`src/rtl/rob_squash.sv`:
```
module rob_squash #(
  parameter int DEPTH = 8,
  parameter int SQ_W  = 2,
  parameter int SEQ_W = 16,
  parameter int PC_W  = 32
)(
  input  logic                       clk,
  input  logic                       rst_n,
  input  logic                       alloc_valid,
  input  logic [SEQ_W-1:0]           alloc_seq,
  input  logic [PC_W-1:0]            alloc_pc,
  input  logic [PC_W-1:0]            alloc_npc,
  input  logic                       mark_valid,
  input  logic [$clog2(DEPTH)-1:0]   mark_idx,
  input  logic                       retire_req,
  input  logic                       squash_valid,
  input  logic [SEQ_W-1:0]           squash_seq,
  output logic [$clog2(DEPTH):0]     free_cnt,
  output logic                       head_ready,
  output logic                       head_squashed,
  output logic [SEQ_W-1:0]           head_seq,
  output logic [PC_W-1:0]            head_pc,
  output logic [PC_W-1:0]            head_npc,
  output logic [SEQ_W-1:0]           tail_seq,
  output logic [PC_W-1:0]            tail_pc,
  output logic                       squash_done,
  output logic                       proto_err
);
  localparam int PTR_W = $clog2(DEPTH);
  localparam int CNT_W = PTR_W + 1;

  logic [SEQ_W-1:0] seq_q [DEPTH];
  logic [PC_W-1:0]  pc_q  [DEPTH];
  logic [PC_W-1:0]  npc_q [DEPTH];
  logic [DEPTH-1:0] rdy_q, sqd_q;

  logic [PTR_W-1:0] head, tail, slot, wp, wp_n, pos;
  logic [CNT_W-1:0] cnt;
  logic             walking, err_q, full, empty;
  logic             alloc_ok, retire_ok, sq_start, sq_fin, stop;
  logic [SEQ_W-1:0] sq_seq;
  logic [DEPTH-1:0] sq_mark;

  assign full      = cnt == CNT_W'(DEPTH);
  assign empty     = cnt == '0;
  assign tail      = head + cnt[PTR_W-1:0] - PTR_W'(1);
  assign slot      = head + cnt[PTR_W-1:0];
  assign sq_start  = squash_valid && !walking && !empty;
  assign alloc_ok  = alloc_valid && !full && !walking && !sq_start;
  assign retire_ok = retire_req && head_ready;

  assign free_cnt      = CNT_W'(DEPTH) - cnt;
  assign head_ready    = !empty && rdy_q[head];
  assign head_squashed = !empty && sqd_q[head];
  assign head_seq      = seq_q[head];
  assign head_pc       = pc_q[head];
  assign head_npc      = npc_q[head];
  assign tail_seq      = seq_q[tail];
  assign tail_pc       = pc_q[tail];
  assign squash_done   = !walking;
  assign proto_err     = err_q;

  always_comb begin
    sq_mark = '0;
    sq_fin  = 1'b0;
    stop    = 1'b0;
    pos     = wp;
    for (int k = 0; k <= SQ_W; k++) begin
      pos = wp - PTR_W'(k);
      if (!stop) begin
        if (seq_q[pos] == sq_seq) begin
          sq_fin = 1'b1;
          stop   = 1'b1;
        end else if (k < SQ_W) begin
          sq_mark[pos] = 1'b1;
          if (pos == head) begin
            sq_fin = 1'b1;
            stop   = 1'b1;
          end
        end
      end
    end
    wp_n = wp - PTR_W'(SQ_W);
  end

  always_ff @(posedge clk) begin
    if (alloc_ok) begin
      seq_q[slot] <= alloc_seq;
      pc_q[slot]  <= alloc_pc;
      npc_q[slot] <= alloc_npc;
    end
  end

  always_ff @(posedge clk or negedge rst_n) begin
    if (!rst_n) begin
      head    <= '0;
      cnt     <= '0;
      walking <= 1'b0;
      wp      <= '0;
      sq_seq  <= '0;
      err_q   <= 1'b0;
      rdy_q   <= '0;
      sqd_q   <= '0;
    end else begin
      err_q <= (alloc_valid && full) || (squash_valid && empty);
      cnt   <= cnt + CNT_W'(alloc_ok) - CNT_W'(retire_ok);
      if (retire_ok) head <= head + PTR_W'(1);
      for (int i = 0; i < DEPTH; i++) begin
        if (walking && sq_mark[i]) begin
          rdy_q[i] <= 1'b1;
          sqd_q[i] <= 1'b1;
        end else if (mark_valid && mark_idx == PTR_W'(i)) begin
          rdy_q[i] <= 1'b1;
        end
      end
      if (alloc_ok) begin
        rdy_q[slot] <= 1'b0;
        sqd_q[slot] <= 1'b0;
      end
      if (sq_start) begin
        walking <= 1'b1;
        wp      <= tail;
        sq_seq  <= squash_seq;
      end else if (walking) begin
        if (sq_fin) walking <= 1'b0;
        else        wp      <= wp_n;
      end
    end
  end


  empty_not_ready_chk: assert property (@(posedge clk) disable iff (!rst_n)
    (free_cnt == CNT_W'(DEPTH)) |-> !head_ready);


  full_alloc_err_chk: assert property (@(posedge clk) disable iff (!rst_n)
    (alloc_valid && free_cnt == '0) |=> proto_err);


  retire_frees_chk: assert property (@(posedge clk) disable iff (!rst_n)
    (retire_req && head_ready && !alloc_valid) |=> free_cnt == $past(free_cnt) + CNT_W'(1));


  squash_starts_chk: assert property (@(posedge clk) disable iff (!rst_n)
    (squash_valid && squash_done && free_cnt != CNT_W'(DEPTH)) |=> !squash_done);


  walk_blocks_alloc_chk: assert property (@(posedge clk) disable iff (!rst_n)
    (!squash_done && !retire_req) |=> free_cnt == $past(free_cnt));


  empty_squash_chk: assert property (@(posedge clk) disable iff (!rst_n)
    (squash_valid && squash_done && free_cnt == CNT_W'(DEPTH)) |=> (squash_done && proto_err));
endmodule

```
`config.mk`:
```
export PLATFORM = sky130hd
export DESIGN_NAME = rob_squash
export DESIGN_NICKNAME = d
export VERILOG_FILES = /design/src/rtl/rob_squash.sv
export SDC_FILE = /design/constraint.sdc
export NUM_CORES = 1
export LEC_CHECK = 0
export BUFFER_PORTS_ARGS = -buffer_cell sky130_fd_sc_hd__buf_2
export CAP_MARGIN = 20
export CORE_UTILIZATION = 35
export CTS_CLUSTER_SIZE = 30
export DETAILED_ROUTE_END_ITERATION = 8
export GPL_ROUTABILITY_DRIVEN = 0
export PLACE_DENSITY = 0.59
export SLEW_MARGIN = 10
export SYNTH_ARGS = -nofsm -noshare
export SYNTH_HDL_FRONTEND = slang
export SYNTH_SLANG_ARGS = --single-unit
```
`constraint.sdc`:
```
create_clock -name clk -period 12.88 [get_ports clk]
set_clock_uncertainty 0.2 [all_clocks]
set_input_delay 2.576 -clock clk [delete_from_list [all_inputs] [get_ports clk]]
set_output_delay 2.576 -clock clk [all_outputs]
set_load 0.05 [all_outputs]
```
After elaboration in Yosys (flattened, before gate mapping). Memories as Yosys holds them, arrays and structs flattened. Cells that the tools add are included.

Memories kept: 3. Bits of input ports: 105. RAM bits: 640. Bits in registers: 44.

Memory list: npc_q (words 8, bits a word 32, read ports 1, clocked after Yosys merged registers in 0, write ports 1, RTL line 34) `logic [PC_W-1:0] npc_q [DEPTH];`; pc_q (words 8, bits a word 32, read ports 2, clocked after Yosys merged registers in 0, write ports 1, RTL line 33) `logic [PC_W-1:0] pc_q [DEPTH];`; seq_q (words 8, bits a word 16, read ports 5, clocked after Yosys merged registers in 0, write ports 1, RTL line 32) `logic [SEQ_W-1:0] seq_q [DEPTH];`.

Reduce and logical (&&, ||, !) cells: 38. Bitwise operators: 4. $lt $le $gt $ge: 7. Equal/unequal tests: 14. Add/sub/neg operators: 8. Multiplexer cells: 54.

Operators with widths (number): == test 16 bit (3); two-way mux 1 bit (41); two-way mux 8 bit (5); logical AND 1 bit (29); AND 8 bit (2); less-than comparator 3 x 4 -> 1 bit (second input constant) (4); == test 3 bit (second input constant) (4); demux 1 bit (select 3 bit) (3); greater-or-equal comparator 3 x 1 -> 1 bit (second input constant) (3); two-way mux 3 bit (3); NOT 8 bit (1); bitwise OR 8 bit (1); binary-select mux 1 bit (select 3 bit) (2); == test 3 x 2 -> 1 bit (second input constant) (2); == test 3 bit (2); subtractor 3 x 1 -> 3 bit (second input constant) (2); adder 4 x 1 -> 4 bit (1); == test 4 bit (second input constant) (1); logical NOT 1 bit (4); logical NOT 4 bit (1); subtractor 4 x 1 -> 4 bit (1); subtractor 4 bit (first input constant) (1); adder 3 x 1 -> 3 bit (second input constant) (1); adder 3 bit (1); other kinds (7) (7).

Depth between registers and ports, before layout. Gate-level depths: netlist of run 1.

Word-level depth: 12. Depth in mapped cells: 15. Gate-level depth less buffers: 12.

Least setup slack after synthesis of run 1. No wires, ideal clock.

Kind: in2reg. Start: input squash_valid. End: memory npc_q[3][0], enable pin. Data required time: 12.161 ns. Stages: 5. Setup slack: 5.741 ns. Path buffers: 0. Data arrival time: 6.420 ns. Cells stage by stage: nand2_1 -> nand4_1 -> inv_1 -> nand2_1 -> nor2_1.

Longest elaborated chain between the ends: 6.

RTL lines: start: declaration (RTL line 16) `input logic squash_valid,`; logical AND 1 bit (2 in a row) (RTL line 48) `assign sq_start = squash_valid && !walking && !empty;`; logical NOT 1 bit (RTL line 49) `assign alloc_ok = alloc_valid && !full && !walking && !sq_start;`; logical AND 1 bit (RTL line 49); two-way mux 1 bit (RTL line 87) `if (alloc_ok) begin`; two-way mux 1 bit (implied by the code) (RTL line 90) `npc_q[slot] <= alloc_npc;`; end: declaration (RTL line 34).

No other way between the ends.

Worst setup path after layout of run 1.
Start: register head[0]. End: output tail_pc[4].

Longest elaborated chain between the ends: 3.

RTL lines: start: declaration (RTL line 37) `logic [PTR_W-1:0] head, tail, slot, wp, wp_n, pos;`; start signal: assignment (RTL line 107) `if (retire_ok) head <= head + PTR_W'(1);`; adder 3 bit (RTL line 46) `assign tail = head + cnt[PTR_W-1:0] - PTR_W'(1);`; subtractor 3 x 1 -> 3 bit (RTL line 46); memory read (8 x 32 bit); end: declaration (RTL line 25) `output logic [PC_W-1:0] tail_pc,`.

No other way between the ends.

==> flow_summary_export.csv, run 1 <==
group,metric,value,unit
floorplanning,die_w,312,um
global_route,antenna_found_initial,18,
critical_path,rrSetupSlack,7.99,ns
sta,slew_violations,0,
yosys,synth_fa_ha_area_frac,0.00716,
clock_tree,cts.htree.levels,3,
sta,worstMarginPinSlew,1.11,ns
yosys,yosys.area_share.simple,0.0196,
clock_tree,cts_made_buffers,80,
flow_run,maxCapViolations,0,
cells_and_area,seq_area,0.0203,mm^2
critical_path,worstReg2RegStart,"head[0]",
clock_tree,clk_pin_slew,0.06,ns
cells_and_area,fillers,8541,
global_route,grt_max_degree,67,
critical_path,cp-start-kind,"register",
yosys,yosys.cell_types.count,66,
clock_tree,clockBufferDepth,3,
yosys,syn_inst,1741,
critical_path,cpMaxStageDelayCell,"buf_4",
routing,initialDrtViolationCount,1818,
clock_tree,postCtsSetupBuffers,0,
hold_path,whs_endpoint,"sqd_q[7]",
yosys,synthArstFlopShare,0.0643,
clock_tree,cts_root_buf,"clkbuf_16",
yosys,ys_seq_elements,684,
global_route,grt_pass1_wl,135000,um
floorplanning,fp.coreArea,0.0950,mm^2
placement,dpl-instance-area,0.0360,mm^2
cells_and_area,syn_to_final_growth,15.4,%
critical_path,endpoint_kind,"output port",
floorplanning,die-area,0.0971,mm^2
global_route,grt_usage,0.189,
cells_and_area,drive_gt1_frac,0.450,
yosys,syn-num-nets,1864,
cells_and_area,final_common_cell,"edfxtp_1",
critical_path,worstPathRequired,10.10,ns
hold_path,hold_depth,2,
placement,port_buffers,240,
yosys,yosys.area_share.xor_xnor,0.0128,
sta,period_share,0.657,
critical_path,cpPeakStageDelay,0.81,ns
sta,post-route-min-period,8.46,ns
critical_path,path_class,"register to output port",
yosys,yosysSeqAreaShare,0.606,
cells_and_area,multi_input_area,0.0125,mm^2
sta,final-hold-violation-count,0,
placement,dp_hpwl,55900,um
cells_and_area,nets,2096,
run_status,outcome,"complete, no violations",
routing,drc,0,
critical_path,cp.arrival,5.68,ns
yosys,synth_top_family_by_area,"multiplexers",
routing,ant_nets,0,
clock_tree,cts_resized,0,
critical_path,crit_buf_inv,5,
routing,routed_via_density,5.69,
floorplanning,initial_utilization,0.353,
routing,drt-total-wl,92100,um
floorplanning,die_h,312,um
global_route,grt_pass1_vias,19500,
sta,fin_tns_setup,0,ns
sta,slew_headroom,0.260,
yosys,synth.area.mux_share,0.306,
yosys,syn_area,0.0335,mm^2
yosys,synth-edff-count,640,
routing,num_vias,18800,
floorplanning,rows,113,
sta,fmaxAchievable,0.118,GHz
clock_tree,cts_sinks,684,
yosys,ys_warn_count,0,
cells_and_area,finalInstanceArea,0.0387,mm^2
hold_path,hold_path_class,"register to register",
sta,finalSetupViolations,0,
critical_path,worstPathMaxFanout,56,
sta,rsz0062_at_grt,"false",
floorplanning,io_pins,241,
yosys,synth.avg_cell_area,19.3,um^2
critical_path,reg2regPathDepth,6,
critical_path,critical_path.top_delay_family,"buffers and inverters",
critical_path,r2r_end,"npc_q[7][21]",
clock_tree,cts_tree,"built",
critical_path,crit_chain,"ha_2 -> buf_4 -> inv_4 -> ha_4 -> xnor2_2 -> buf_4 -> buf_4 -> mux4_2 -> mux2_2 -> buf_2",
hold_path,min_from,"sqd_q[7]",
cells_and_area,final_cell_mix,"edfxtp_1, mux4_2, buf_2",
routing,firstDrtPassIters,6,
yosys,synth_compound_area_frac,0.0249,
global_route,gr-total-overflow,0,
critical_path,crit_top_cell,"buf_4",
yosys,synth_top_flop_cell,"edfxtp_1",
clock_tree,clk_latency,0.66,ns
clock_tree,ctsHoldBuffers,0,
routing,routedWlPerCell,27.9,um
==> worst reg2reg max path: stages (launching register included) <==
cell     delay [ns]
dfrtp_4        0.70
ha_2           0.45
buf_4          0.58
inv_4          0.46
or3_1          0.59
inv_4          0.53
buf_4          0.91
==> cells in the mapped netlist (all sizes together) (2+ instances only) <==
cell type    n  share of area
a31o         4         0.0010
nor3b        3        0.00067
nor4        10         0.0019
a41o         2        0.00060
and2         4        0.00075
clkinv       2        0.00022
a22oi        3        0.00067
o211ai      12         0.0027
ha          16         0.0060
o221ai       4         0.0010
a21o         2        0.00045
nand2       34         0.0038
fa           2         0.0012
nor2        31         0.0036
o2bb2ai      2        0.00052
mux2       144          0.048
a31oi        2        0.00037
mux2i       72          0.021
o21a         2        0.00067
nor2b        5        0.00093
buf         59          0.012
a2111oi      2        0.00056
nand3b       2        0.00045
nor3        22         0.0033
o21ai       32         0.0048
dfrtp       44          0.033
inv         36         0.0040
xnor2       38         0.0099
edfxtp     640           0.57
nand4        2        0.00037
a2bb2oi      3        0.00078
nand3        7         0.0010
xor2        11         0.0029
nand2b       4        0.00075
o22ai       13         0.0024
mux4       352           0.24
or2          2        0.00037
clkbuf      65         0.0073
or3          5        0.00093
a21oi       32         0.0048
==> cell families (layout without fill, tap and decap cells) <==
family | Yosys count | in the layout
AND/OR/NAND/NOR | 133 | 133
flip-flops | 684 | 684
AO/OA/AOI/OAI | 127 | 127
buffers and inverters | 162 | 457
adder cells (fa/ha/maj) | 18 | 18
XOR/XNOR | 49 | 49
other | 0 | 5
multiplexers | 568 | 568
==> metrics by stage <==
stage          std cells  hold slack, ns  setup WS [ns]  utilization
6_report            3306           0.301           4.42        0.407
3_5_place_dp        3155           0.285           4.92        0.379
3_3_place_gp        3154           0.283           5.03        0.379
5_1_grt             3305           0.348           4.07        0.407
4_1_cts             3300           0.300           4.20        0.407
2_1_floorplan       1741           0.251           5.74            -
==> registers in the layout, summed over array words and instances (netlist names) <==
name / count
seq_q: 128
proto_err: 1
cnt: 4
sq_seq: 16
npc_q: 256
wp: 3
sqd_q: 8
pc_q: 256
walking: 1
rdy_q: 8
head: 3
==> per-layer routing <==
layer	share of wire	GRT usage	vias to the layer above	routed length, um
met2	0.48	0.302	770	44500
met5	0.0013	0	-	118
met4	0.033	0.0685	20	3010
met1	0.41	0.254	9989	38100
met3	0.069	0.0438	183	6330
li1	-	-	7863	-
==> worst max-delay path by stage <==
stage / cells after the start / to / slack, ns / startpoint
floorplan: 5 / npc_q[3][0] / 5.74 / squash_valid
global placement: 10 / tail_pc[29] / 5.03 / head[0]
global route: 10 / tail_pc[4] / 4.07 / head[0]
finish: 10 / tail_pc[4] / 4.42 / head[0]
CTS: 10 / tail_pc[29] / 4.20 / head[0]
detailed placement: 10 / tail_pc[29] / 4.92 / head[0]
==> layout make-up <==
class	instances	area share
sequential	684	0.526
clock inverter	50	0.0141
tap	1265	0.0409
timing repair buffer	274	0.0382
multi-input combinational	895	0.322
antenna	5	0.000323
clock buffer	95	0.0546
inverter	38	0.00420
Power of run 1 is left out: the tool's default activity adds up to more than one toggle a clock period on the data nets, which glitch-free logic cannot reach.
==> run 2, diff against run 1 <==
==> constraint.sdc (replaced) <==
create_clock -name clk -period 7.8 [get_ports clk]
set_clock_uncertainty 0.2 [all_clocks]
set_input_delay 1.56 -clock clk [delete_from_list [all_inputs] [get_ports clk]]
set_output_delay 1.56 -clock clk [all_outputs]
set_load 0.05 [all_outputs]
==> flow_summary_export.csv, run 2 (synthesis results as in run 1) <==
group,metric,value,unit
clock_tree,cts_tree,"built",
global_route,grt_usage,0.188,
placement,port_buffers,240,
cells_and_area,syn_to_final_growth,15.3,%
routing,num_vias,18800,
critical_path,worstPathRequired,6.04,ns
sta,fmaxAchievable,0.165,GHz
critical_path,endpoint_kind,"output port",
critical_path,worstPathMaxFanout,56,
cells_and_area,post-route-util,0.407,
sta,finalSetupViolations,0,
routing,drc,0,
routing,initialDrtViolationCount,1502,
clock_tree,cts.htree.levels,3,
clock_tree,cts_made_buffers,79,
routing,drt-total-wl,91700,um
critical_path,worstReg2RegStart,"wp[0]",
placement,dp_hpwl,55500,um
cells_and_area,final_common_cell,"edfxtp_1",
clock_tree,clk_latency,0.65,ns
floorplanning,rows,113,
cells_and_area,final_cell_mix,"edfxtp_1, mux4_2, buf_2",
clock_tree,cts_sinks,684,
flow_run,maxCapViolations,0,
sta,rsz0062_at_grt,"false",
sta,slew_headroom,0.259,
cells_and_area,nets,2097,
routing,firstDrtPassIters,5,
clock_tree,clk_pin_slew,0.06,ns
sta,final-hold-violation-count,0,
floorplanning,initial_utilization,0.353,
routing,ant_nets,0,
global_route,grt_pass1_wl,134000,um
cells_and_area,drive_gt1_frac,0.452,
clock_tree,postCtsSetupBuffers,0,
sta,worstMarginPinSlew,1.11,ns
critical_path,cp.arrival,4.31,ns
critical_path,path_class,"register to output port",
global_route,grt_pass1_vias,19500,
clock_tree,clockBufferDepth,3,
sta,post-route-min-period,6.07,ns
hold_path,hold_path_class,"register to register",
floorplanning,io_pins,241,
floorplanning,die_w,312,um
clock_tree,ctsHoldBuffers,0,
global_route,gr-total-overflow,0,
global_route,grt_max_degree,119,
sta,fin_tns_setup,0,ns
sta,slew_violations,0,
floorplanning,fp.coreArea,0.0950,mm^2
sta,period_share,0.778,
cells_and_area,top_regs,"npc_q (256), pc_q (256), seq_q (128)",
critical_path,cp-start-kind,"register",
routing,routed_via_density,5.67,
routing,routedWlPerCell,27.7,um
clock_tree,cts_root_buf,"clkbuf_16",
floorplanning,die-area,0.0971,mm^2
clock_tree,cts_resized,0,
hold_path,min_from,"sqd_q[7]",
critical_path,critPathLaunch,"head[2]",
floorplanning,die_h,312,um
run_status,outcome,"complete, no violations",
global_route,antenna_found_initial,18,
## run 2: changes by cell type in the layout (fill, tap and decap cells not counted), sizes merged
cell      change
buf           +2
bufinv        -2
clkbuf        -1
clkinv        -3
clkinvlp      +1
diode         -1
inv           +5
## run 2: layout make-up
cell class	count	area, um^2
tap	1265	1580
antenna	4	10.0
fill	8500	56300
sequential	684	20300
multi-input combinational	895	12500
clock buffer	94	2070
timing repair buffer	276	1520
inverter	38	163
clock inverter	51	522
## run 2: through the flow
stage	hold slack, ns	cells	instance area, um^2	setup slack [ns]
final	0.309	3307	38700	1.73
after global routing	0.332	3305	38700	1.54
after CTS	0.308	3302	38600	1.65
after detailed placement	0.295	3157	36000	2.36
after global placement	0.285	3156	36000	2.50
after floorplan	0.251	1741	33500	1.68
## run 2: worst paths after layout
| check | end | slack [ns] | cells past startpoint |
|---|---|---|---|
| max in group asynchronous | head[0] | 6.03 | 2 |
| worst min register to register | sqd_q[7] | 0.31 | 2 |
| worst max-delay path | tail_pc[29] | 1.73 | 7 |
| min in group asynchronous | sq_seq[12] | 0.82 | 2 |
| worst max register to register | rdy_q[1] | 3.06 | 10 |
| worst min-delay path | sqd_q[7] | 0.31 | 2 |
## run 2: critical path: stages (launching register included)
cell and delay (ns):
dfrtp_4 1.04, xor2_1 0.18, xnor2_1 0.53, xnor2_2 0.19, buf_4 0.67, mux4_2 0.41, mux2_2 0.30, buf_2 0.22
## run 2: per-layer routing
metal  share of wire  GRT usage  vias to the layer above
li1                -          -                     7868
met1            0.42      0.252                     9947
met2            0.49      0.304                      767
met3           0.072     0.0424                      152
met4           0.023     0.0568                       18
met5          0.0014          0                        -
Power of run 2 is left out for the same reason.
==> run 3, diff against run 2 <==
==> constraint.sdc (replaced) <==
create_clock -name clk -period 5.6 [get_ports clk]
set_clock_uncertainty 0.2 [all_clocks]
set_input_delay 1.12 -clock clk [delete_from_list [all_inputs] [get_ports clk]]
set_output_delay 1.12 -clock clk [all_outputs]
set_load 0.05 [all_outputs]
==> flow_summary_export.csv, run 3 (synthesis results as in run 1) <==
group,metric,value,unit
run_status,outcome,"complete, no violations",
sta,slew_violations,0,
routing,routedWlPerCell,27.8,um
clock_tree,cts.htree.levels,3,
clock_tree,ctsHoldBuffers,0,
floorplanning,rows,113,
cells_and_area,seq_area,0.0203,mm^2
global_route,grt_pass1_vias,19800,
placement,port_buffers,240,
clock_tree,cts_root_buf,"clkbuf_16",
clock_tree,postCtsSetupBuffers,0,
clock_tree,cts_sinks,684,
floorplanning,initial_utilization,0.353,
sta,slew_headroom,0.261,
sta,rsz0062_at_grt,"false",
global_route,gr-total-overflow,0,
routing,drc,0,
floorplanning,die_h,312,um
critical_path,path_class,"register to output port",
cells_and_area,multi_input_area,0.0125,mm^2
critical_path,crit_buf_inv,3,
sta,final-hold-violation-count,0,
sta,fmaxAchievable,0.193,GHz
clock_tree,cts_made_buffers,79,
global_route,grt_usage,0.189,
routing,routed_via_density,5.67,
critical_path,crit_chain,"ha_2 -> fa_1 -> inv_1 -> ha_4 -> xnor2_2 -> buf_4 -> mux4_2 -> mux2_2 -> buf_2",
sta,period_share,0.928,
clock_tree,clockBufferDepth,3,
routing,num_vias,18800,
cells_and_area,nets,2106,
cells_and_area,final_cell_mix,"edfxtp_1, mux4_2, buf_2",
cells_and_area,fillers,8458,
cells_and_area,top_regs,"npc_q (256), pc_q (256), seq_q (128)",
clock_tree,clk_pin_slew,0.06,ns
cells_and_area,num_antenna_cells,0,
sta,finalSetupViolations,0,
floorplanning,fp.coreArea,0.0950,mm^2
sta,post-route-min-period,5.19,ns
placement,dp_hpwl,56000,um
critical_path,cp-start-kind,"register",
critical_path,worstPathRequired,4.28,ns
clock_tree,cts_resized,0,
sta,fin_tns_setup,0,ns
global_route,grt_pass1_wl,136000,um
floorplanning,die-area,0.0971,mm^2
flow_run,maxCapViolations,0,
cells_and_area,final_common_cell,"edfxtp_1",
critical_path,cpMaxStageDelayCell,"fa_1",
routing,drt-total-wl,92100,um
critical_path,critical_path.top_delay_family,"adder cells",
hold_path,hold_path_class,"register to register",
critical_path,cpPeakStageDelay,0.58,ns
critical_path,endpoint_kind,"output port",
cells_and_area,syn_to_final_growth,15.7,%
critical_path,cp.arrival,3.87,ns
clock_tree,cts_tree,"built",
routing,initialDrtViolationCount,1873,
routing,ant_nets,0,
floorplanning,io_pins,241,
global_route,grt_max_degree,124,
cells_and_area,drive_gt1_frac,0.454,
clock_tree,clk_latency,0.64,ns
floorplanning,die_w,312,um
sta,worstMarginPinSlew,1.10,ns
critical_path,worstPathMaxFanout,26,
global_route,antenna_found_initial,12,
routing,firstDrtPassIters,5,
## run 3: changes by cell type in the layout (fill, tap and decap cells not counted), moves of 2 or more
cell / change
clkinv_2: -5
buf_12: +11
clkinv_1: +6
inv_16: -2
diode_2: -4
clkinvlp_4: +8
clkbuf_8: -2
clkbuf_1: -5
## run 3: final timing paths
check	to	slack [ns]	from	cells after the start
max in group asynchronous	head[2]	4.29	rst_n	2
min in group asynchronous	sq_seq[8]	0.38	rst_n	2
min	sqd_q[7]	0.33	sqd_q[7]	2
max	tail_seq[14]	0.41	head[0]	9
max reg2reg	rdy_q[0]	1.49	wp[0]	9
min reg2reg	sqd_q[7]	0.33	sqd_q[7]	2
## run 3: tightest hold or removal path, delay by kind of cell (launching register included)
kind            cells  cell delay, ns
flops               1            0.35
compound gates      1            0.07
simple gates        1            0.06
## run 3: through the flow
| step | setup slack (ns) | instance area (um^2) | hold slack (ns) | std cells | util |
|---|---|---|---|---|---|
| 2_1_floorplan | 0.374 | 33500 | 0.251 | 1741 | - |
| 3_3_place_gp | 1.16 | 36200 | 0.277 | 3166 | 0.381 |
| 3_5_place_dp | 1.10 | 36200 | 0.300 | 3166 | 0.381 |
| 4_1_cts | 0.397 | 38800 | 0.315 | 3311 | 0.408 |
| 5_1_grt | 0.275 | 38800 | 0.333 | 3312 | 0.409 |
| 6_report | 0.406 | 38800 | 0.325 | 3312 | 0.409 |
## run 3: routing by layer
| metal | GRT usage | vias to the layer above | wire, um | part of all wire |
|---|---|---|---|---|
| li1 | - | 7873 | - | - |
| met4 | 0.0655 | 16 | 2820 | 0.031 |
| met3 | 0.0486 | 168 | 6830 | 0.074 |
| met2 | 0.311 | 695 | 44900 | 0.49 |
| met1 | 0.242 | 10000 | 37400 | 0.41 |
| met5 | 0 | - | 107 | 0.0012 |
## run 3: cell type report
cell class	count	area share
sequential	684	0.524
multi-input combinational	895	0.321
clock buffer	86	0.0516
timing repair buffer	285	0.0440
tap	1265	0.0408
clock inverter	59	0.0142
inverter	38	0.00419
Power of run 3 is left out for the same reason.
